[src/rtl/dspwm_pkg.sv]
package dspwm_pkg;
  localparam int PRESC_W = 10;
  localparam int NUM_FLAGS = 4;

  localparam logic [2:0] ADDR_CFG   = 3'd0;
  localparam logic [2:0] ADDR_BUFA  = 3'd1;
  localparam logic [2:0] ADDR_BUFB  = 3'd2;
  localparam logic [2:0] ADDR_CEIL  = 3'd3;
  localparam logic [2:0] ADDR_IEN   = 3'd4;
  localparam logic [2:0] ADDR_CLEAR = 3'd5;

  typedef enum logic [1:0] {
    OM_OFF    = 2'd0,
    OM_TOGGLE = 2'd1,
    OM_LOW_UP = 2'd2,
    OM_HIGH_UP = 2'd3
  } outMode_e;

  // control -> datapath strobes
  typedef struct packed {
    logic     tick;
    logic     ceilFromA;
    outMode_e modeA;
    outMode_e modeB;
  } ctlStrb_t;

  // datapath -> control events
  typedef struct packed {
    logic matchB;
    logic matchA;
    logic ceilHit;
    logic bottom;
  } dpEvt_t;
endpackage

[src/rtl/pwmCtrl.sv]
module pwmCtrl
  import dspwm_pkg::*;
#(
  parameter int WIDTH = 16
) (
  input  logic             clk,
  input  logic             rstN,
  input  logic             wrEn,
  input  logic [2:0]       wrAddr,
  input  logic [WIDTH-1:0] wrData,
  input  dpEvt_t           evt,
  output ctlStrb_t         strb,
  output logic [WIDTH-1:0] bufA,
  output logic [WIDTH-1:0] bufB,
  output logic [WIDTH-1:0] ceilReg,
  output logic [NUM_FLAGS-1:0] flags,
  output logic [NUM_FLAGS-1:0] irq
);
  logic [2:0]         clkSel;
  logic               ceilFromA;
  outMode_e           modeA, modeB;
  logic [NUM_FLAGS-1:0] irqEn;
  logic [NUM_FLAGS-1:0] flagR;
  logic [NUM_FLAGS-1:0] flagSet, flagClr;
  logic [PRESC_W-1:0] presc;
  logic               tick;

  always_ff @(posedge clk or negedge rstN) begin
    if (!rstN) presc <= '0;
    else       presc <= presc + 1'b1;
  end

  always_comb begin
    unique case (clkSel)
      3'd1:    tick = 1'b1;
      3'd2:    tick = &presc[2:0];
      3'd3:    tick = &presc[5:0];
      3'd4:    tick = &presc[7:0];
      3'd5:    tick = &presc[9:0];
      default: tick = 1'b0;
    endcase
  end

  assign flagSet = {evt.matchB, evt.matchA, evt.ceilHit, evt.bottom};
  assign flagClr = (wrEn && wrAddr == ADDR_CLEAR) ? wrData[NUM_FLAGS-1:0] : '0;

  always_ff @(posedge clk or negedge rstN) begin
    if (!rstN) begin
      clkSel    <= 3'd0;
      ceilFromA <= 1'b0;
      modeA     <= OM_OFF;
      modeB     <= OM_OFF;
      bufA      <= '0;
      bufB      <= '0;
      ceilReg   <= '1;
      irqEn     <= '0;
      flagR     <= '0;
    end else begin
      flagR <= (flagR & ~flagClr) | flagSet;
      if (wrEn) begin
        unique case (wrAddr)
          ADDR_CFG: begin
            clkSel    <= wrData[2:0];
            ceilFromA <= wrData[3];
            modeA     <= outMode_e'(wrData[5:4]);
            modeB     <= outMode_e'(wrData[7:6]);
          end
          ADDR_BUFA: bufA    <= wrData;
          ADDR_BUFB: bufB    <= wrData;
          ADDR_CEIL: ceilReg <= wrData;
          ADDR_IEN:  irqEn   <= wrData[NUM_FLAGS-1:0];
          default: ;
        endcase
      end
    end
  end

  assign strb.tick      = tick;
  assign strb.ceilFromA = ceilFromA;
  assign strb.modeA     = modeA;
  assign strb.modeB     = modeB;
  assign flags = flagR;
  assign irq   = flagR & irqEn;
endmodule

[src/rtl/pwmDatapath.sv]
module pwmDatapath
  import dspwm_pkg::*;
#(
  parameter int WIDTH = 16
) (
  input  logic             clk,
  input  logic             rstN,
  input  ctlStrb_t         strb,
  input  logic [WIDTH-1:0] bufA,
  input  logic [WIDTH-1:0] bufB,
  input  logic [WIDTH-1:0] ceilReg,
  output dpEvt_t           evt,
  output logic [WIDTH-1:0] count,
  output logic             pwmA,
  output logic             pwmB
);
  logic [WIDTH-1:0] cnt, cntNext, cmpA, cmpB, cmpANext, cmpBNext, ceil, ceilNext;
  logic down, downNext, atBottom, lvlA, lvlB, outA, outB, outANext, outBNext;

  function automatic logic chanOut(input outMode_e mode, input logic lvl,
                                   input logic togOk, input logic hit, input logic cur);
    unique case (mode)
      OM_OFF:    return 1'b0;
      OM_TOGGLE: return togOk ? (cur ^ hit) : 1'b0;
      OM_LOW_UP: return lvl;
      default:   return ~lvl;
    endcase
  endfunction

  always_comb begin
    ceil     = strb.ceilFromA ? cmpA : ceilReg;
    atBottom = (cnt == '0);
    cmpANext = atBottom ? bufA : cmpA;
    cmpBNext = atBottom ? bufB : cmpB;
    ceilNext = strb.ceilFromA ? cmpANext : ceilReg;

    if (ceil == '0) begin
      cntNext  = '0;
      downNext = 1'b0;
    end else if (!down) begin
      if (cnt >= ceil) begin
        cntNext  = cnt - 1'b1;
        downNext = 1'b1;
      end else begin
        cntNext  = cnt + 1'b1;
        downNext = 1'b0;
      end
    end else if (atBottom) begin
      cntNext  = {{(WIDTH-1){1'b0}}, 1'b1};
      downNext = 1'b0;
    end else begin
      cntNext  = cnt - 1'b1;
      downNext = 1'b1;
    end

    evt.bottom  = strb.tick && atBottom;
    evt.ceilHit = strb.tick && !strb.ceilFromA && (cnt == ceil);
    evt.matchA  = strb.tick && (cnt == cmpA);
    evt.matchB  = strb.tick && (cnt == cmpB);

    lvlA = (cmpANext >= ceilNext) || (cntNext < cmpANext);
    lvlB = (cmpBNext >= ceilNext) || (cntNext < cmpBNext);
    outANext = chanOut(strb.modeA, lvlA, strb.ceilFromA, evt.matchA, outA);
    outBNext = chanOut(strb.modeB, lvlB, 1'b0, evt.matchB, outB);
  end

  always_ff @(posedge clk or negedge rstN) begin
    if (!rstN) begin
      cnt  <= '0;
      down <= 1'b0;
      cmpA <= '0;
      cmpB <= '0;
      outA <= 1'b0;
      outB <= 1'b0;
    end else if (strb.tick) begin
      cnt  <= cntNext;
      down <= downNext;
      cmpA <= cmpANext;
      cmpB <= cmpBNext;
      outA <= outANext;
      outB <= outBNext;
    end
  end

  assign count = cnt;
  assign pwmA  = outA;
  assign pwmB  = outB;
endmodule

[src/rtl/dualSlopePwm.sv]
module dualSlopePwm
  import dspwm_pkg::*;
#(
  parameter int WIDTH = 16
) (
  input  logic             clk,
  input  logic             rstN,
  input  logic             wrEn,
  input  logic [2:0]       wrAddr,
  input  logic [WIDTH-1:0] wrData,
  output logic [WIDTH-1:0] count,
  output logic             pwmA,
  output logic             pwmB,
  output logic [3:0]       flags,
  output logic [3:0]       irq
);
  ctlStrb_t         strb;
  dpEvt_t           evt;
  logic [WIDTH-1:0] bufA, bufB, ceilReg;

  pwmCtrl #(.WIDTH(WIDTH)) u_ctrl (
    .clk(clk), .rstN(rstN), .wrEn(wrEn), .wrAddr(wrAddr), .wrData(wrData),
    .evt(evt), .strb(strb), .bufA(bufA), .bufB(bufB), .ceilReg(ceilReg),
    .flags(flags), .irq(irq)
  );

  pwmDatapath #(.WIDTH(WIDTH)) u_dp (
    .clk(clk), .rstN(rstN), .strb(strb), .bufA(bufA), .bufB(bufB),
    .ceilReg(ceilReg), .evt(evt), .count(count), .pwmA(pwmA), .pwmB(pwmB)
  );
endmodule

[config.mk]
export PLATFORM = sky130hd
export DESIGN_NAME = dualSlopePwm
export DESIGN_NICKNAME = d
export VERILOG_FILES = /design/src/rtl/dspwm_pkg.sv /design/src/rtl/pwmCtrl.sv /design/src/rtl/pwmDatapath.sv /design/src/rtl/dualSlopePwm.sv
export SDC_FILE = /design/constraint.sdc
export NUM_CORES = 1
export LEC_CHECK = 0
export BUFFER_PORTS_ARGS = -buffer_cell sky130_fd_sc_hd__buf_4
export CORE_MARGIN = 2
export CORE_UTILIZATION = 45
export DETAILED_ROUTE_END_ITERATION = 8
export GPL_TIMING_DRIVEN = 1
export PLACE_DENSITY = 0.62
export RECOVER_POWER = 50
export SYNTH_ARGS = -nofsm -noshare
export SYNTH_HDL_FRONTEND = slang
export SYNTH_SLANG_ARGS = --single-unit
export TNS_END_PERCENT = 30
[constraint.sdc]
create_clock -name clk -period 4.7 [get_ports clk]
set_clock_uncertainty 0.1 [all_clocks]
set_input_delay 1.41 -clock clk [delete_from_list [all_inputs] [get_ports clk]]
set_output_delay 1.41 -clock clk [all_outputs]
set_load 0.02 [all_outputs]
==> run_results.csv <==
group,metric,value,unit
global_route,antenna_found_initial,0,
place,dp.cells,1120,
floorplanning,row_count,49,
logic_synthesis,syn_area_per_cell,10.58,um2
setup_path,r2r-start,"u_ctrl.ceilFromA",
global_route,overflow,0,
global_route,grt_use_total,0.2671,
route,drc_errors,0,
timing,timing.final.crit_share,1.014,
layout,final_cell_mix,"buf_4, dfrtp_1, mux2_2, ha_1, nand2_1",
timing,worstMarginPinSlew,2.960,ns
route,drtPass1Iterations,4,
place,place_congestion,1.034,
clock_network,cts_made_buffers,17,
route,routed_via_density,5.938,
worst_hold_path,hold_depth,1,
clock_network,ctsHtreeMaxLevel,4,
setup_path,worstPathMaxFanout,7,
logic_synthesis,synth_nets,893,
worst_hold_path,worstHoldStart,"u_ctrl.presc[0]",
global_route,grt_pass1_wl,40300,um
timing,finalSetupTns,-0.07418,ns
route,vias,6900,
layout,diodes,0,
route,avgRoutedWirePerCell,21.85,um
timing,fin_ws,-0.06717,ns
setup_path,critPathBufInv,3,
layout,utilization,0.5734,
layout,drive_gt1_frac,0.3687,
floorplanning,die_y,140.4,um
logic_synthesis,yosys.area.top_type_share,0.3260,
worst_hold_path,hp-class,"reg -> reg",
route,routed_wl,25390,um
setup_path,r2r-end,"u_dp.pwmA",
worst_hold_path,min_to,"u_ctrl.presc[0]",
global_route,grt_max_degree,72,
setup_path,worst_path_max_delay_cell,"dfrtp_2",
timing,rsz0062_at_grt,"yes",
timing,final_hold_viol_count,0,
setup_path,crit_start,"u_ctrl.ceilFromA",
timing,final.min_clock_period,4.767,ns
power_and_ir_drop,power.density,760.8,mW/mm2
logic_synthesis,yosysSeqAreaShare,0.3763,
power_and_ir_drop,leakagePower,5.063,nW
setup_path,cp_common_cell,"a21o_1",
layout,finalNonFillerCells,1162,
clock_network,clock-root-buffer,"clkbuf_16",
setup_path,startpoint_type,"flop",
logic_synthesis,async_flop_share,1.000,
logic_synthesis,yosysWarningCount,0,
floorplanning,core,0.01809,mm2
floorplanning,start_util,0.4626,
timing,fmax,209.8,MHz
clock_network,clk_latency,0.43,ns
layout,final_nets,1022,
place,dp_hpwl,19120,um
layout,fillerInstances,1523,
setup_path,reg2reg_slack,-0.07,ns
logic_synthesis,synth-edff-count,0,
power_and_ir_drop,irDropWorstVdd,0.3682,mV
setup_path,endpoint_kind,"flop",
logic_synthesis,synth.area.top_cells,"dfrtp_1, mux2_2, ha_1",
setup_path,ff2ff_path_depth,25,
route,detail-route-antenna-nets,0,
setup_path,arrival,4.97,ns
setup_path,cpPeakStageDelay,0.45,ns
logic_synthesis,synth_cell_types,62,
setup_path,worstPathRequired,4.90,ns
place,port_buffers,47,
floorplanning,die_w,140.4,um
run_status,status,"finished with violations",
layout,final_area,0.01037,mm2
logic_synthesis,synth_top_area_cell,"dfrtp_1",
run_status,failed_checks,"max-capacitance violations, max-slew violations, negative setup slack",
place,placed_cell_area,0.009568,mm2
floorplanning,die-area,0.01970,mm2
floorplanning,ioPinCount,48,
setup_path,path_class,"reg -> reg",
timing,finalSetupViolations,2,
layout,syn2layout_area_growth,23.96,%
logic_synthesis,synthFlopType,"dfrtp_1",
route,drtIter0Drc,495,
layout,final_common_cell,"buf_4",
run,cap_violations,1,
logic_synthesis,postSynthCellCount,791,
timing,relSlewSlack,-0.9731,
logic_synthesis,syn_area,0.008367,mm2
timing,slew_violations,55,
clock_network,cts_buffer_depth,2,
clock_network,ctsHoldBuffers,0,
clock_network,cts.sinks,125,
logic_synthesis,synth_seq_cells,125,
timing,hold_slack,0.3743,ns
clock_network,path_clk_slew,0.06,ns
clock_network,cts_tree,"done",
setup_path,crit_family,"compound AO/OA/AOI/OAI gates",
global_route,grt_pass1_vias,7129,
==> power by group <==
group	internal [mW]	switching (mW)	leakage, nW
combinational	2.30	2.66	3.26
sequential	1.43	0.309	1.55
clock	0.673	0.526	0.253
==> sequential cells by signal (all words and copies together), names as in the netlist <==
name	flops
u_ctrl.bufA	16
u_ctrl.bufB	16
u_ctrl.ceilFromA	1
u_ctrl.ceilReg	16
u_ctrl.clkSel	3
u_ctrl.flags	4
u_ctrl.irqEn	4
u_ctrl.modeA	2
u_ctrl.modeB	2
u_ctrl.presc	10
u_dp.cmpA	16
u_dp.cmpB	16
u_dp.count	16
u_dp.down	1
u_dp.pwmA	1
u_dp.pwmB	1
==> Yosys cell counts, drive strengths merged, types with 2 or more instances <==
cell type	instances
nor3b	3
xor2	28
a41oi	3
and4	3
a31oi	3
a2111oi	4
o2111ai	2
nand4	17
a21oi	26
clkbuf	24
o32ai	2
nand2b	9
o21ai	29
xnor2	27
nand2	55
nand3	15
inv	39
nor3	12
o41ai	2
o21a	7
o22ai	6
mux2	107
nor2	29
buf	11
and3	5
or4b	3
a21o	23
mux2i	48
a21boi	2
ha	80
a211oi	5
dfstp	16
nor4	9
or4	5
and2	6
dfrtp	109
==> stage by stage <==
step | worst slack (ns) | power [mW]
CTS | -0.07473 | 7.704
floorplan | 0.005365 | 4.505
global placement | -0.1811 | 6.151
detailed placement | -0.3294 | 6.237
finish | -0.06717 | 7.891
global route | -0.2787 | 8.398
==> worst max-delay path by stage <==
stage	depth (start not counted)	slack, ns	to
after floorplan	24	0.005	u_dp.pwmA
after global placement	24	-0.18	u_dp.pwmA
after detailed placement	23	-0.33	u_dp.pwmA
after CTS	23	-0.07	u_dp.pwmA
after global routing	26	-0.28	u_dp.pwmA
final	25	-0.07	u_dp.pwmA
==> per-layer routing <==
layer  GRT usage  vias to the layer above  routed length (um)
li1            -                     3146                   -
met1      0.3808                     3432               11650
met2      0.4151                      276               11420
met3     0.04205                       46                1674
met4     0.09197                        0                 646
met5           0                        -                   0
==> layout make-up <==
class / instances / area, um2 / area share
tap: 229 / 286.5 / 0.02763
sequential: 125 / 3149 / 0.3037
clock buffer: 19 / 432.9 / 0.04174
timing repair buffer: 145 / 1146 / 0.1105
clock inverter: 13 / 95.09 / 0.009169
multi-input combinational: 592 / 5115 / 0.4932
inverter: 39 / 146.4 / 0.01412
==> kinds of logic after synthesis <==
kind of cell,count (synthesis),synth area share
AOI/OAI and AO/OA,125,0.1006
xor gates and xnor gates,55,0.05758
adders and majority gates,80,0.1196
buffers and inverters,74,0.03574
DFF,125,0.3763
muxes,155,0.2014
and+or+nand+nor,177,0.1087
==> what timing repair did <==
item / 4_1_cts / 5_1_grt
gates cloned: 1 / 0
pin swaps: 35 / 10
endpoints found under the setup margin: 2 / 2
gates resized for setup: 31 / 17
setup buffers: 7 / 2
Power figures use the tool's default switching activity.
